--- config.mk ---
export PLATFORM = sky130hd
export DESIGN_NAME = vag_seq
export DESIGN_NICKNAME = d
export VERILOG_FILES = /design/src/rtl/vag_pkg.sv /design/src/rtl/vag_strip_plan.sv /design/src/rtl/vag_addr_unit.sv /design/src/rtl/vag_seq.sv
export SDC_FILE = /design/constraint.sdc
export NUM_CORES = 1
export LEC_CHECK = 0
export BUFFER_PORTS_ARGS = -buffer_cell sky130_fd_sc_hd__clkbuf_2
export CAP_MARGIN = 20
export CORE_MARGIN = 10
export CORE_UTILIZATION = 60
export CTS_CLUSTER_DIAMETER = 200
export DETAILED_ROUTE_END_ITERATION = 8
export GPL_TIMING_DRIVEN = 0
export PLACE_DENSITY = 0.81
export SLEW_MARGIN = 20
export SYNTH_ARGS = -nofsm -noshare
export SYNTH_HDL_FRONTEND = slang
export SYNTH_SLANG_ARGS = --single-unit
--- constraint.sdc ---
create_clock -name clk -period 4.8 [get_ports clk]
set_input_delay 0.72 -clock clk [delete_from_list [all_inputs] [get_ports clk]]
set_output_delay 0.72 -clock clk [all_outputs]
set_load 0.02 [all_outputs]
--- src/rtl/vag_pkg.sv ---
package vag_pkg;
    typedef enum logic [1:0] {
        VM_UNIT   = 2'b00,
        VM_STRIDE = 2'b01,
        VM_GATHER = 2'b10,
        VM_RSVD   = 2'b11
    } vmode_e;
endpackage

--- src/rtl/vag_strip_plan.sv ---
module vag_strip_plan #(
    parameter int CW          = 16,
    parameter int LW          = 3,
    parameter int MAX_VL_LOG2 = 6
) (
    input  logic [CW-1:0] len,
    input  logic [LW-1:0] vl_log2,
    output logic [CW-1:0] mvl,
    output logic [CW-1:0] first_len,
    output logic [CW-1:0] rest,
    output logic          empty
);
    localparam logic [LW-1:0] MAXE = LW'(MAX_VL_LOG2);

    logic [LW-1:0] eff;
    logic [CW-1:0] modv;

    always_comb begin
        eff       = (vl_log2 > MAXE) ? MAXE : vl_log2;
        mvl       = CW'(1) << eff;
        modv      = len & (mvl - CW'(1));
        empty     = (len == '0);
        first_len = (modv == '0) ? mvl : modv;
        rest      = empty ? '0 : (len - first_len);
    end
endmodule

--- src/rtl/vag_addr_unit.sv ---
module vag_addr_unit
    import vag_pkg::*;
#(
    parameter int AW = 32,
    parameter int IW = 16
) (
    input  logic [1:0]    mode,
    input  logic [1:0]    esz,
    input  logic [AW-1:0] base,
    input  logic [AW-1:0] ptr,
    input  logic [AW-1:0] stride,
    input  logic [IW-1:0] index,
    output logic [AW-1:0] addr,
    output logic [AW-1:0] next_ptr
);
    logic [AW-1:0] step;
    logic [AW-1:0] scaled;

    always_comb begin
        scaled = AW'(index) << esz;
        step   = (vmode_e'(mode) == VM_STRIDE) ? stride : (AW'(1) << esz);
        addr   = (vmode_e'(mode) == VM_GATHER) ? (base + scaled) : ptr;
        next_ptr = ptr + step;
    end
endmodule

--- src/rtl/vag_seq.sv ---
module vag_seq #(
    parameter int AW          = 32,
    parameter int CW          = 16,
    parameter int IW          = 16,
    parameter int LW          = 3,
    parameter int MAX_VL_LOG2 = 6
) (
    input  logic          clk,
    input  logic          rst_n,
    input  logic          start,
    input  logic [1:0]    cfg_mode,
    input  logic [AW-1:0] cfg_base,
    input  logic [AW-1:0] cfg_stride,
    input  logic [1:0]    cfg_esz,
    input  logic [CW-1:0] cfg_len,
    input  logic [LW-1:0] cfg_vl_log2,
    input  logic          in_valid,
    output logic          in_ready,
    input  logic          in_mask,
    input  logic [IW-1:0] in_index,
    output logic          out_valid,
    input  logic          out_ready,
    output logic [AW-1:0] out_addr,
    output logic          out_en,
    output logic          out_first,
    output logic          out_last,
    output logic [CW-1:0] out_vl,
    output logic          done
);
    localparam logic [CW-1:0] MVL_CAP = CW'(1) << MAX_VL_LOG2;

    typedef struct packed {
        logic          active;
        logic [1:0]    mode;
        logic [1:0]    esz;
        logic [AW-1:0] base;
        logic [AW-1:0] stride;
        logic [AW-1:0] ptr;
        logic [CW-1:0] pos;
        logic [CW-1:0] slen;
        logic [CW-1:0] rem;
        logic [CW-1:0] mvl;
        logic          ov;
        logic [AW-1:0] oaddr;
        logic          oen;
        logic          ofirst;
        logic          olast;
        logic          ofinal;
        logic [CW-1:0] ovl;
        logic          done;
    } st_t;

    st_t st_d, st_q;

    logic [CW-1:0] pl_mvl, pl_first, pl_rest;
    logic          pl_empty;
    logic [AW-1:0] ag_addr, ag_next;
    logic          take, idle, at_end;

    vag_strip_plan #(.CW(CW), .LW(LW), .MAX_VL_LOG2(MAX_VL_LOG2)) u_plan (
        .len(cfg_len), .vl_log2(cfg_vl_log2),
        .mvl(pl_mvl), .first_len(pl_first), .rest(pl_rest), .empty(pl_empty)
    );

    vag_addr_unit #(.AW(AW), .IW(IW)) u_addr (
        .mode(st_q.mode), .esz(st_q.esz), .base(st_q.base), .ptr(st_q.ptr),
        .stride(st_q.stride), .index(in_index),
        .addr(ag_addr), .next_ptr(ag_next)
    );

    always_comb begin
        st_d      = st_q;
        st_d.done = 1'b0;
        idle      = !st_q.active && !st_q.ov;
        take      = st_q.active && in_valid && (!st_q.ov || out_ready);
        at_end    = (st_q.pos == st_q.slen - CW'(1));

        if (st_q.ov && out_ready) begin
            st_d.ov = 1'b0;
            if (st_q.olast && st_q.ofinal) st_d.done = 1'b1;
        end

        if (take) begin
            st_d.ov     = 1'b1;
            st_d.oaddr  = ag_addr;
            st_d.oen    = in_mask;
            st_d.ofirst = (st_q.pos == '0);
            st_d.olast  = at_end;
            st_d.ofinal = at_end && (st_q.rem == '0);
            st_d.ovl    = st_q.slen;
            st_d.ptr    = ag_next;
            if (at_end) begin
                st_d.pos = '0;
                if (st_q.rem == '0) begin
                    st_d.active = 1'b0;
                end else begin
                    st_d.slen = st_q.mvl;
                    st_d.rem  = st_q.rem - st_q.mvl;
                end
            end else begin
                st_d.pos = st_q.pos + CW'(1);
            end
        end

        if (start && idle) begin
            st_d.active = !pl_empty;
            st_d.mode   = cfg_mode;
            st_d.esz    = cfg_esz;
            st_d.base   = cfg_base;
            st_d.stride = cfg_stride;
            st_d.ptr    = cfg_base;
            st_d.pos    = '0;
            st_d.slen   = pl_first;
            st_d.rem    = pl_rest;
            st_d.mvl    = pl_mvl;
            if (pl_empty) st_d.done = 1'b1;
        end
    end

    always_ff @(posedge clk) begin
        if (!rst_n) st_q <= '0;
        else        st_q <= st_d;
    end

    assign in_ready  = st_q.active && (!st_q.ov || out_ready);
    assign out_valid = st_q.ov;
    assign out_addr  = st_q.oaddr;
    assign out_en    = st_q.oen;
    assign out_first = st_q.ofirst;
    assign out_last  = st_q.olast;
    assign out_vl    = st_q.ovl;
    assign done      = st_q.done;

    // a stalled element must not change
    a_r7_hold_stable: assert property (@(posedge clk) disable iff (!rst_n)
        out_valid && !out_ready |=> out_valid && $stable(out_addr) && $stable(out_en)
                                    && $stable(out_last) && $stable(out_vl));

    // completion follows acceptance of the final element
    a_r8_done_follows: assert property (@(posedge clk) disable iff (!rst_n)
        out_valid && out_ready && out_last && st_q.ofinal |=> done);

    // no completion while an element is pending
    a_r8_done_idle: assert property (@(posedge clk) disable iff (!rst_n)
        done |-> !out_valid);

    // strip length within the cap
    a_r1_vl_range: assert property (@(posedge clk) disable iff (!rst_n)
        out_valid |-> (out_vl != '0) && (out_vl <= MVL_CAP));

    // a one-element strip both opens and closes
    a_r1_single_strip: assert property (@(posedge clk) disable iff (!rst_n)
        out_valid && (out_vl == CW'(1)) |-> out_first && out_last);
endmodule

==> impl_metrics.tcl <==
set metrics [dict create \
    run_status "completed" \
    path_common_cell "clkbuf_1" \
    drcViolationCount 0 \
    crit_path_end_kind "flop" \
    critical_path_class "flop to flop" \
    synth-seq-cells 211 \
    sequential_element_share_of_the_synthesized_area_pct 30.5 \
    finalWorstPathRequiredPeriod_ns 4.43 \
    yosys-top-cells-count "329 x nand2_1, 211 x dfxtp_1, 200 x a21oi_1, 90 x nor2_1, 81 x ha_1" \
    switching_share_pct 31.3 \
    routedWlPerCell_um 19.9 \
    tritoncts "built" \
    rows 55 \
    firstDrtPassIters 7 \
    design.final.nets 2198 \
    netlist.top_cell.by_area "dfxtp_1" \
    critical_path.n_buffers_inverters 4 \
    htreeDepth 1 \
    synthDominantCellAreaShare_pct 30.5 \
    synth-edff-count 0 \
    postSynth.topFlopCell "dfxtp_1" \
    num_io_pins 163 \
    drt_first_iter_violations 1161 \
    grt_setup_unrepaired "false" \
    wirelength_um 45900 \
    placement.io_buffers 159 \
    worst_pin_slew_ns 0.998 \
    slew_headroom_pct 33.4 \
    power-per-cell-area_nw_per_um2 313 \
    critical_path.max_stage_delay_ns 0.53 \
    report.final.hold_viol_count 0 \
    vdd_ir_drop_max_v 0.000323 \
    vias 14180 \
    maxCapViolCount 0 \
    final.hold.worst_slack_ns 0.413 \
    detail-route-antenna-nets 0 \
    fillCellCount 1920 \
    worstPathRequired_ns 5.27 \
    cts_num_sinks 211 \
    post_dp_hpwl_um 35900 \
    sequentialPowerShare_pct 39.0 \
    gpl.final_weighted_congestion 0.951 \
    final_core_util_pct 69.8 \
    largest_net_degree_at_the_start_of_global_routing 14 \
    yosys-top-cells-area "dfxtp_1 30%, nand2_1 8.9%, ha_1 7.3%, a21oi_1 7.2%, xnor2_1 3.5%" \
    coreArea_um2 22700 \
    clockPowerShare_pct 38.4 \
    dieWidth_um 172 \
    floorplan.die_area_um2 29600 \
    crit_arrival_ns 4.90 \
    netlist_area_um2 13900 \
    grt-ovfl-total 0 \
    antenna_violations_before_repair 0 \
    layout_cells_sized_above_1_pct 14.2 \
    finalSetupViolCount 0 \
    clock_insertion_delay_worst_skew_ns 0.53 \
    vias_in_the_first_global_route 13646 \
    fmaxAchievable_mhz 226 \
    path_clk_slew_ns 0.06 \
    area_delta_synth_final_pct 14.4 \
    layout_worst_path_cycle_share_pct 92.3 \
    grt_first_pass_wirelength_um 71200 \
    critical_path.top_delay_family "compound AO/OA/AOI/OAI gates" \
    yosysWarningCount 0 \
    cts-root-buf "clkbuf_16" \
    async_flop_share_pct 0 \
    worstSetupStartpointType "flop" \
    fin_worst_skew_ns 0.0102 \
    post_synth_inst_count 1811 \
    die_h_um 172 \
    groute.usage.overall_pct 30.0 \
    synth.distinct_cells 72 \
    antenna_cells_inserted 0 \
    power_switching_mw 1.55 \
    post_cts.repair.setup_buffers 0 \
    syn_area_per_cell_um2 7.65 \
    power.static_leakage_nw 6.64 \
    slew_viol_final 0 \
    numCtsBuffers 24 \
    cellInternalPower_mw 3.40 \
    biggest_fanout_along_the_worst_timing_path 10 \
    worst_hold_path_type "primary input to flop" \
    route.detailed.vias_per_inst 6.15 \
    fraction_of_power_consumed_by_combinational_cells_pct 22.6 \
    critical_path.cell_chain "clkbuf_1, buf_1, clkbuf_1, o22ai_1, ha_1, nor2b_1, o31a_1, o21ai_0, a21oi_1, o221a_2, a31o_2, clkbuf_1, a21o_1, nand3_1" \
    start_util_pct 61.0 \
    crit_path_top_delay_cell "buf_1" \
    synthMostInstantiatedCell "nand2_1" \
    cts-root-to-sink-buffers 3 \
]
## stage by stage
step	cells	setup slack, ns	cell area (µm²)	setup TNS (ns)	total power [mW]
2_1_floorplan	1819	0.911	13900	0	2.71
6_report	2307	0.370	15900	0	4.95
5_1_grt	2307	0.0392	15900	0	5.14
4_1_cts	2307	0.288	15800	0	4.93
3_3_place_gp	2263	-0.0383	15000	-0.0407	3.03
3_5_place_dp	2263	-0.0823	15000	-0.131	3.05
## cell families (layout without fill, tap and decap cells)
family          after synthesis  in the layout  share of synthesized area, %
flops                       211            211                          30.5
xor+xnor                     88             88                          5.56
buf+inv                     198            401                          6.77
mux                          36             36                          3.53
fa+ha+maj                    85             85                          7.89
other cells                   2             10                        0.0542
simple gates                690            690                          23.3
compound gates              501            501                          22.4
## timing repair
action	4_1_cts	5_1_grt
resized for setup	0	2
endpoints found under the setup margin	0	4
hold buffers	0	0
## cells in the final DEF, fill, tap and decap left out, types with 8 or more instances in the layout
cell type,instances
and2_1,43
a21oi_1,199
a31oi_1,41
nor2_1,90
nor4_1,24
clkbuf_16,25
o211ai_1,12
o31ai_1,11
and3_1,24
xnor2_1,55
clkbuf_2,159
clkbuf_1,81
buf_4,48
a21boi_0,18
nand2_1,329
conb_1,10
nand2b_1,17
or4_1,8
nand3_1,54
o22ai_1,23
nor2b_1,19
o21bai_1,8
nand4_1,23
buf_1,19
o21ai_0,70
mux2i_1,23
mux4_2,10
or3_1,10
inv_1,47
o21a_1,12
nor3_1,27
xor2_1,33
ha_1,81
dfxtp_1,211
a211oi_1,14
a21o_1,33
## power groups by stage
stage	Combinational, mW	Clock [mW]	Sequential (mW)
2_1_floorplan	0.775	0	1.93
3_3_place_gp	1.07	0	1.96
3_5_place_dp	1.08	0	1.96
4_1_cts	1.09	1.91	1.93
5_1_grt	1.22	1.98	1.94
6_report	1.12	1.90	1.93
## path summary, 6_finish.rpt
check | start | to | slack [ns] | cells after the start
worst max-delay path | st_q[214] | out_addr[30] | 0.37 | 14
worst min-delay path | cfg_stride[4] | st_q[154] | 0.41 | 3
worst min register to register | st_q[172] | st_q[172] | 0.45 | 2
worst max register to register | st_q[214] | out_addr[30] | 0.37 | 14
## layer usage
layer	wire length (µm)	global-route usage (%)
met3	4430	5.40
met2	21400	50.4
met5	0	0
met1	18200	37.3
met4	1810	11.7
## worst reg2reg max path: cells and delay by family (launching register included)
kind	cells	cell delay, ns
DFF	1	0.35
buffers and inverters	4	1.71
and+or+nand+nor	2	0.24
AOI/OAI and AO/OA	7	1.75
adders and majority gates	1	0.32
## flip-flops by register name (all words and copies together), names as in the netlist
signal	cells
out_vl	16
out_valid	1
out_last	1
done	1
st_q	158
out_first	1
out_en	1
out_addr	32
## final cells by class
| class | instances | area, µm² | area share [%] |
|---|---|---|---|
| well taps | 285 | 357 | 2.25 |
| flip-flops and latches | 211 | 4220 | 26.6 |
| repair buffers | 159 | 796 | 5.02 |
| plain buffers | 151 | 762 | 4.81 |
| multi-input cells | 1410 | 8730 | 55.0 |
| inverters | 47 | 176 | 1.11 |
| clock buffers | 30 | 654 | 4.13 |
| clock inverters | 14 | 159 | 1.00 |
Power figures use the tool's default switching activity.
